File: src/rtl/xmb_pkg.sv
package xmb_pkg;

   // Register selector shared by both ports
   typedef enum logic [1:0] {
      IDX_TOKEN = 2'd0,
      IDX_H2D   = 2'd1,
      IDX_D2H   = 2'd2,
      IDX_NONE  = 2'd3
   } reg_idx_e;

   // Offsets of the control bits above the message field
   localparam int CTL_DONE_OFS = 0;
   localparam int CTL_CLR_OFS  = 1;
   localparam int CTL_INT_OFS  = 2;

endpackage

File: src/rtl/mbox_irq_reg.sv
module mbox_irq_reg #(
   parameter int MSG_W = 13
) (
   input  logic             clk,
   input  logic             rst_n,
   input  logic             snd_we,
   input  logic [MSG_W+2:0] snd_wdata,
   input  logic             rcv_we,
   input  logic [MSG_W+2:0] rcv_wdata,
   output logic [MSG_W+2:0] q
);
   import xmb_pkg::*;

   localparam int INT_B  = MSG_W + CTL_INT_OFS;
   localparam int CLR_B  = MSG_W + CTL_CLR_OFS;
   localparam int DONE_B = MSG_W + CTL_DONE_OFS;

   if (MSG_W < 1) begin : g_bad_msg
      $error("mbox_irq_reg: MSG_W must be positive");
   end

   logic             irq_q, clr_q, done_q;
   logic [MSG_W-1:0] msg_q;
   logic             snd_set, rcv_clr, rcv_done;
   logic             unused_rcv;

   assign snd_set  = snd_we & snd_wdata[INT_B];
   assign rcv_clr  = rcv_we & ~rcv_wdata[CLR_B];
   assign rcv_done = rcv_we & ~rcv_wdata[DONE_B];
   assign unused_rcv = ^{rcv_wdata[INT_B], rcv_wdata[MSG_W-1:0],
                         snd_wdata[CLR_B], snd_wdata[DONE_B]};

   always_ff @(posedge clk) begin
      if (!rst_n) begin
         irq_q  <= 1'b0;
         clr_q  <= 1'b0;
         done_q <= 1'b0;
         msg_q  <= '0;
      end else begin
         if (snd_we) msg_q <= snd_wdata[MSG_W-1:0];
         if (snd_set) begin
            // a raise beats any same-edge lowering
            irq_q  <= 1'b1;
            clr_q  <= 1'b1;
            done_q <= 1'b1;
         end else begin
            if (rcv_clr) begin
               irq_q <= 1'b0;
               clr_q <= 1'b0;
            end
            if (rcv_done) done_q <= 1'b0;
         end
      end
   end

   assign q = {irq_q, clr_q, done_q, msg_q};

endmodule

File: src/rtl/token_reg.sv
module token_reg #(
   parameter int                 BYTES  = 2,
   parameter logic [BYTES-1:0]   A_MASK = 2'b01
) (
   input  logic               clk,
   input  logic               rst_n,
   input  logic               a_we,
   input  logic [8*BYTES-1:0] a_wdata,
   input  logic               b_we,
   input  logic [8*BYTES-1:0] b_wdata,
   output logic [8*BYTES-1:0] q
);
   if (BYTES < 1) begin : g_bad_bytes
      $error("token_reg: BYTES must be positive");
   end

   for (genvar g = 0; g < BYTES; g++) begin : g_lane
      logic       we;
      logic [7:0] wd;
      logic [7:0] lane_q;
      if (A_MASK[g]) begin : g_a
         assign we = a_we;
         assign wd = a_wdata[8*g +: 8];
      end else begin : g_b
         assign we = b_we;
         assign wd = b_wdata[8*g +: 8];
      end
      always_ff @(posedge clk) begin
         if (!rst_n)  lane_q <= 8'h00;
         else if (we) lane_q <= wd;
      end
      assign q[8*g +: 8] = lane_q;
   end

   logic unused_lanes;
   assign unused_lanes = ^{a_wdata, b_wdata};

endmodule

File: src/rtl/xproc_mailbox.sv
module xproc_mailbox
   import xmb_pkg::*;
#(
   parameter int HOST_DW = 32,
   parameter int HOST_AW = 4,
   parameter int MSG_W   = 13
) (
   input  logic               clk,
   input  logic               rst_n,
   input  logic               psel,
   input  logic               penable,
   input  logic               pwrite,
   input  logic [HOST_AW-1:0] paddr,
   input  logic [HOST_DW-1:0] pwdata,
   output logic [HOST_DW-1:0] prdata,
   input  logic               dsp_cs,
   input  logic               dsp_we,
   input  logic [1:0]         dsp_addr,
   input  logic [MSG_W+2:0]   dsp_wdata,
   output logic [MSG_W+2:0]   dsp_rdata,
   output logic               dsp_irq_n,
   output logic               host_irq
);
   localparam int MB_W      = MSG_W + 3;
   localparam int TOK_BYTES = MB_W / 8;
   localparam int IDX_LSB   = $clog2(HOST_DW / 8);
   localparam logic [TOK_BYTES-1:0] HOST_LANES = TOK_BYTES'((1 << (TOK_BYTES / 2)) - 1);

   if (MB_W % 8 != 0 || TOK_BYTES < 2) begin : g_bad_width
      $error("xproc_mailbox: MSG_W+3 must be a multiple of 8, at least 16");
   end
   if (HOST_DW < MB_W) begin : g_bad_hdw
      $error("xproc_mailbox: host data narrower than a register");
   end
   if (HOST_AW < IDX_LSB + 2) begin : g_bad_haw
      $error("xproc_mailbox: host address too narrow for the index");
   end

   reg_idx_e h_idx, d_idx;
   logic     h_wr, d_wr;
   logic [MB_W-1:0] h2d_q, d2h_q, tok_q;
   logic     unused_host;

   assign h_idx = reg_idx_e'(paddr[IDX_LSB+1:IDX_LSB]);
   assign d_idx = reg_idx_e'(dsp_addr);
   assign h_wr  = psel & penable & pwrite;
   assign d_wr  = dsp_cs & dsp_we;
   assign unused_host = ^{paddr, pwdata};

   // host is sender here, DSP the receiver
   mbox_irq_reg #(.MSG_W(MSG_W)) u_h2d (
      .clk       (clk),
      .rst_n     (rst_n),
      .snd_we    (h_wr && h_idx == IDX_H2D),
      .snd_wdata (pwdata[MB_W-1:0]),
      .rcv_we    (d_wr && d_idx == IDX_H2D),
      .rcv_wdata (dsp_wdata),
      .q         (h2d_q)
   );

   // DSP is sender here, host the receiver
   mbox_irq_reg #(.MSG_W(MSG_W)) u_d2h (
      .clk       (clk),
      .rst_n     (rst_n),
      .snd_we    (d_wr && d_idx == IDX_D2H),
      .snd_wdata (dsp_wdata),
      .rcv_we    (h_wr && h_idx == IDX_D2H),
      .rcv_wdata (pwdata[MB_W-1:0]),
      .q         (d2h_q)
   );

   token_reg #(.BYTES(TOK_BYTES), .A_MASK(HOST_LANES)) u_tok (
      .clk     (clk),
      .rst_n   (rst_n),
      .a_we    (h_wr && h_idx == IDX_TOKEN),
      .a_wdata (pwdata[MB_W-1:0]),
      .b_we    (d_wr && d_idx == IDX_TOKEN),
      .b_wdata (dsp_wdata),
      .q       (tok_q)
   );

   function automatic logic [MB_W-1:0] rd_sel(reg_idx_e idx);
      case (idx)
         IDX_TOKEN: rd_sel = tok_q;
         IDX_H2D:   rd_sel = h2d_q;
         IDX_D2H:   rd_sel = d2h_q;
         default:   rd_sel = '0;
      endcase
   endfunction

   assign prdata    = psel   ? HOST_DW'(rd_sel(h_idx)) : '0;
   assign dsp_rdata = dsp_cs ? rd_sel(d_idx) : '0;

   assign dsp_irq_n = ~h2d_q[MB_W-1];
   assign host_irq  = d2h_q[MB_W-1];

endmodule

File: config.mk
export PLATFORM = sky130hd
export DESIGN_NAME = xproc_mailbox
export DESIGN_NICKNAME = d
export VERILOG_FILES = /design/src/rtl/xmb_pkg.sv /design/src/rtl/mbox_irq_reg.sv /design/src/rtl/token_reg.sv /design/src/rtl/xproc_mailbox.sv
export SDC_FILE = /design/constraint.sdc
export NUM_CORES = 1
export LEC_CHECK = 0
export CAP_MARGIN = 20
export CELL_PAD_IN_SITES_DETAIL_PLACEMENT = 1
export CELL_PAD_IN_SITES_GLOBAL_PLACEMENT = 2
export CORE_ASPECT_RATIO = 1.25
export CORE_MARGIN = 2
export CORE_UTILIZATION = 28
export CTS_BUF_LIST = sky130_fd_sc_hd__clkbuf_8
export DETAILED_ROUTE_END_ITERATION = 16
export PLACE_DENSITY_LB_ADDON = 0.1
export SLEW_MARGIN = 20
export SYNTH_ARGS = -nofsm -noshare
export SYNTH_HDL_FRONTEND = slang
export SYNTH_SLANG_ARGS = --single-unit
export TNS_END_PERCENT = 5
File: constraint.sdc
create_clock -name clk -period 3.1 [get_ports clk]
set_input_delay 0.93 -clock clk [delete_from_list [all_inputs] [get_ports clk]]
set_output_delay 0.93 -clock clk [all_outputs]
set_load 0.02 [all_outputs]
==> results.toml, run 1 <==
[status]
status = "finished, final reports clean"

[yosys]
ys_ff_latch = 46
yosysUniqueCellTypes = 29
synth_cells = 320
yosysSeqAreaShare_pct = 32.3
avgSynthCellArea_sq_um = 8.90
syn_area_sq_mm = 0.00285
yosys_warnings = 0

[cells_and_area]
antenna_cells = 0
post-route-util_pct = 39.4
layout_commonest_cell = "nand2_1"
nNetsFinal = 465
fillers = 1212
most-common-layout-cells = "nand2_1, mux2i_1, dfxtp_1, clkdlybuf4s50_1, and2_1"
drive_above_1_share_pct = 18.8
area_growth_pct = 38.3
seq_area_sq_um = 921
multi_input_area_sq_mm = 0.00170

[place]
place_hpwl_um = 6390
pre_cts_slack_ns = -0.636
gp_congestion = 0.722
port_buffers = 76

[setup_path]
worstRegToRegCells = 2
cp_common_cell = "clkdlybuf4s15_2"
worstSetupStartpointType = "primary input"
cpPeakStageDelay_ns = 0.28
crit_buf_inv = 3
cp_max_fo = 4
path_delay_family = "buffers and inverters"
crit_type = "primary input to output pin"
cp-end-kind = "output pin"
arrival_ns = 2.11
required_ns = 2.17
cp_cell_sequence = "clkdlybuf4s15_2 -> bufbuf_16 -> nand3b_1 -> o21ai_1 -> and2_1 -> clkdlybuf4s15_2"
r2r-end = "u_d2h.clr_q"
r2r_slack_ns = 2.41
slowest_stage = "bufbuf_16"
worstReg2RegStart = "u_d2h.clr_q"

[global_routing]
grt_start_max_net_pins = 37
grt_overflow = 0
grt_antenna_before_repair = 0
grt_pass1_vias = 2634
grt_usage_pct = 17.2
grt_pass1_wl_um = 14400

[sta]
setup_viol = 0
rsz0062_at_grt = "false"
finalCritPeriodShare_pct = 98.0
fin_ws_ns = 0.0619
hold_viol_final = 0
fin_tns_setup_ns = 0
worst_pin_slew_ns = 0.514
fin_crit_ns = 3.04
max_slew_margin_pct = 65.7
slew_violations = 0
fin_skew_ns = 0
fmax_mhz = 329

[worst_hold_path]
worstHoldEndpoint = "u_d2h.msg_q[12]"
min_path_cells = 2
min_from = "u_d2h.msg_q[12]"
hp-class = "flop to flop"

[routing]
drt-pass1-iter-count = 4
totalWireLength_um = 9170
wl_per_cell_um = 17.2
vias = 2501
via_per_inst = 4.68
drtIter0Drc = 41
drc = 0
ant_nets = 0

[floorplanning]
initial_core_util_pct = 28.5
placementRows = 41
die_h_um = 117
core_area_sq_mm = 0.0100
ioPinCount = 111
dieArea_sq_mm = 0.0110
die_w_um = 94.2

[power]
power.density_mw_per_mm2 = 330
power.leakage_nw = 1.62
peakVddDrop_mv = 0.163

[clocking]
cts_hold_buf = 0
cts_tree = "yes"
cts_buffers = 5
cts-root-buf = "clkbuf_8"
path_clk_slew_ns = 0.09
cts.sinks = 46
ctsHtreeMaxLevel = 2
post-cts-setup-buffer-count = 0
cts_buffer_depth = 2
clk_latency_ns = 0.29

[job]
cap_viol_max_count = 0
-- power breakdown --
group | switching (mW) | internal [mW] | leakage, nW | total [mW]
Combinational | 0.122 | 0.131 | 1.18 | 0.253
Sequential | 0.00807 | 0.601 | 0.372 | 0.609
Clock | 0.204 | 0.235 | 0.0607 | 0.440
-- worst register-to-register path, delay by kind of cell, from the launching register on --
kind / cells / cell delay [ns]
DFF: 1 / 0.42
and+or+nand+nor: 1 / 0.09
AOI/OAI and AO/OA: 1 / 0.12
-- routing by layer --
layer	vias up	track usage [%]	part of all wire (%)
li1	1238	-	-
met1	1209	20.6	43
met2	50	32.8	53
met3	4	2.43	3.4
met4	0	3.29	0.56
met5	-	0	0
-- state kept, by name (all words and copies together), names as in the netlist --
signal	cells
u_tok.g_lane.lane_q	16
u_d2h.msg_q	13
u_h2d.msg_q	13
u_d2h.clr_q	1
u_d2h.done_q	1
u_h2d.done_q	1
u_h2d.irq_q	1
-- stage by stage --
step	instance area, sq um	power (mW)	instances	hold slack [ns]
floorplan	2910	0.751	335	0.446
CTS	4000	1.33	534	0.485
global route	3940	1.36	534	0.501
finish	3940	1.30	534	0.480
global placement	3850	0.863	523	0.460
detailed placement	3850	0.866	523	0.472
-- logic make-up after synthesis --
kind of cell	count (synthesis)	share of synthesized area, %
simple gates	116	21.4
compound gates	51	14.2
buf+inv	45	10.5
flops	46	32.3
other cells	1	0.132
mux	61	21.4
-- cell usage after synthesis --
library cell,n,share of area (%)
nand2_1,63,8.3
mux2i_1,61,21
dfxtp_1,46,32
and2_1,32,7.0
o2bb2ai_1,28,8.6
buf_4,19,5.0
a21boi_0,12,3.2
clkbuf_1,10,1.3
nor2b_1,9,2.0
buf_2,6,1.1
o21ai_0,6,1.1
buf_6,5,2.0
nand4b_1,3,0.92
inv_1,2,0.26
nand3b_1,2,0.53
o211ai_1,2,0.53
o311ai_1,2,0.61
a21boi_1,1,0.26
and4_4,1,0.40
and4b_1,1,0.35
and4bb_1,1,0.44
buf_1,1,0.13
buf_8,1,0.53
clkbuf_2,1,0.18
conb_1,1,0.13
nand3_1,1,0.18
nand4_2,1,0.44
nor2_4,1,0.40
nor2b_4,1,0.48
-- worst max-delay path by stage --
stage               slack (ns)  cells after the start   startpoint           end
finish                    0.06                      6     paddr[3]    prdata[15]
global route             0.002                      6     paddr[3]    prdata[15]
CTS                       0.02                      7     paddr[3]     prdata[2]
detailed placement       -0.64                      6  dsp_addr[0]  dsp_rdata[8]
global placement         -0.63                      6  dsp_addr[0]  dsp_rdata[8]
floorplan                 0.38                      6     paddr[2]    prdata[10]
-- area by class of cell --
type	instances	share of cell area [%]
timing repair buffer	105	26.6
clock inverter	3	0.953
inverter	2	0.191
sequential	46	23.4
clock buffer	5	1.75
tap	129	4.10
multi-input combinational	244	43.1
-- what timing repair did --
action / 4_1_cts / 5_1_grt
pin swaps: 3 / 0
cloned: 3 / 0
resized for setup: 139 / 12
endpoints found under the setup margin: 32 / 11
Note: power is estimated with default switching activity, not from simulation.
==> run 2: changes to the inputs <==
- TNS_END_PERCENT: 5 -> not set
==> run 2 against run 1 <==
First-iteration DRC count down 9.8%. Global-route usage about the same. Clock skew unchanged. Register-to-register slack about the same. Flip-flop and latch count unchanged. Clock power down 0.9%. Sequential share of layout area up 0.15 points. Critical endpoint is now prdata[1].
==> results.toml, run 2 (synthesized netlist as in run 1, its figures left out) <==
[global_routing]
grt_antenna_before_repair = 0
grt_pass1_wl_um = 14500
grt_util_met3_pct = 2.30
grt_busiest_layer = "met2"
grt_usage_pct = 17.2
grt_start_max_net_pins = 37
grt_use_met2_pct = 32.9
grt_overflow = 0
grt_util_met1_pct = 20.7
grt_pass1_vias = 2642

[setup_path]
cp-end-kind = "output pin"
r2r_slack_ns = 2.41
critPathLaunch = "paddr[3]"
worstRegToRegCells = 2
cp_max_fo = 5
arrival_ns = 2.06
crit_type = "primary input to output pin"
worstReg2RegStart = "u_d2h.clr_q"
worstSetupStartpointType = "primary input"
required_ns = 2.17

[job]
cap_viol_max_count = 0

[routing]
drt-pass1-iter-count = 4
vias = 2503
drc = 0
ant_nets = 0
via_per_inst = 4.69
totalWireLength_um = 9130
drtIter0Drc = 37
wl_per_cell_um = 17.1

[floorplanning]
die_h_um = 117
core_area_sq_mm = 0.0100
ioPinCount = 111
die_w_um = 94.2
dieArea_sq_mm = 0.0110
initial_core_util_pct = 28.5
placementRows = 41

[clocking]
ctsHtreeMaxLevel = 2
cts_buffer_depth = 2
cts_tree = "yes"
path_clk_slew_ns = 0.09
cts.sinks = 46
cts-root-buf = "clkbuf_8"
cts_buffers = 5
clk_latency_ns = 0.29
post-cts-setup-buffer-count = 0

[sta]
fmax_mhz = 334
fin_ws_ns = 0.109
fin_tns_setup_ns = 0
fin_skew_ns = 0
setup_viol = 0
rsz0062_at_grt = "false"
slew_violations = 0
fin_crit_ns = 2.99
finalCritPeriodShare_pct = 96.5
hold_viol_final = 0

[cells_and_area]
stdcell_area_sq_mm = 0.00391
largest-register = "u_tok.g_lane.lane_q"
area_growth_pct = 37.4
fillers = 1212
reg_top3 = "u_tok.g_lane.lane_q x16, u_d2h.msg_q x13, u_h2d.msg_q x13"
antenna_cells = 0
seq_area_sq_um = 921
drive_above_1_share_pct = 18.8
layout_commonest_cell = "nand2_1"
nNetsFinal = 465
largest_reg_flops = 16
post-route-util_pct = 39.1
most-common-layout-cells = "nand2_1, mux2i_1, dfxtp_1, clkdlybuf4s50_1, and2_1"
multi_input_area_sq_mm = 0.00170

[status]
status = "finished, final reports clean"

[place]
port_buffers = 76
place_hpwl_um = 6390
placed_cell_area_sq_mm = 0.00385
gp_congestion = 0.722
pre_cts_slack_ns = -0.636

[power]
p_total_mw = 1.30
peakVddDrop_mv = 0.161
power.density_mw_per_mm2 = 331
power.leakage_nw = 1.62

[worst_hold_path]
min_path_cells = 2
hp-class = "flop to flop"
min_from = "u_d2h.msg_q[12]"
## run 2: changes by cell type in the layout (fill, tap and decap cells not counted), sizes merged
| cell | before | now |
|---|---|---|
| clkdlybuf4s15 | 5 | 3 |
| clkbuf | 5 | 7 |
## run 2: metrics by stage
step | std cells | hold slack, ns
after floorplan | 335 | 0.446
after global placement | 523 | 0.460
after detailed placement | 523 | 0.472
after CTS | 534 | 0.485
after global routing | 534 | 0.501
final | 534 | 0.480
## run 2: repair_timing
action / 4_1_cts / 5_1_grt
hold buffers: 0 / 0
gates cloned: 3 / 0
setup endpoints to repair: 32 / 5
pin swaps: 2 / 0
resized for setup: 140 / 6
## run 2: routing by layer
metal,up-vias,part of all wire (%)
met4,0,0.57
met3,4,3.3
met2,50,54
met5,-,0
li1,1240,-
met1,1209,42
## run 2: where the power goes
| part | switching (mW) | internal (mW) |
|---|---|---|
| sequential | 0.00808 | 0.601 |
| combinational | 0.122 | 0.130 |
| clock | 0.201 | 0.235 |
## run 2: cell type report
type / count / share of cell area, %
timing repair buffer: 105 / 26.1
clock inverter: 3 / 0.959
sequential: 46 / 23.5
multi-input combinational: 244 / 43.4
inverter: 2 / 0.192
clock buffer: 5 / 1.76
tap: 129 / 4.12
## run 2: critical path: stages
cell and delay (ns):
clkdlybuf4s15_2 0.22, buf_12 0.16, nor2b_4 0.16, buf_4 0.16
o2bb2ai_1 0.11, and2_1 0.16, buf_2 0.16
## run 2: worst paths after layout
check	end
worst max register to register	u_d2h.clr_q
worst max-delay path	prdata[1]
worst min-delay path	u_d2h.msg_q[12]
worst min register to register	u_d2h.msg_q[12]
==> run 3: changes to the inputs <==
- CAP_MARGIN: 20 -> 0
==> results of run 3 <==
No change in the layout: final DEF, timing and power equal those of run 2.
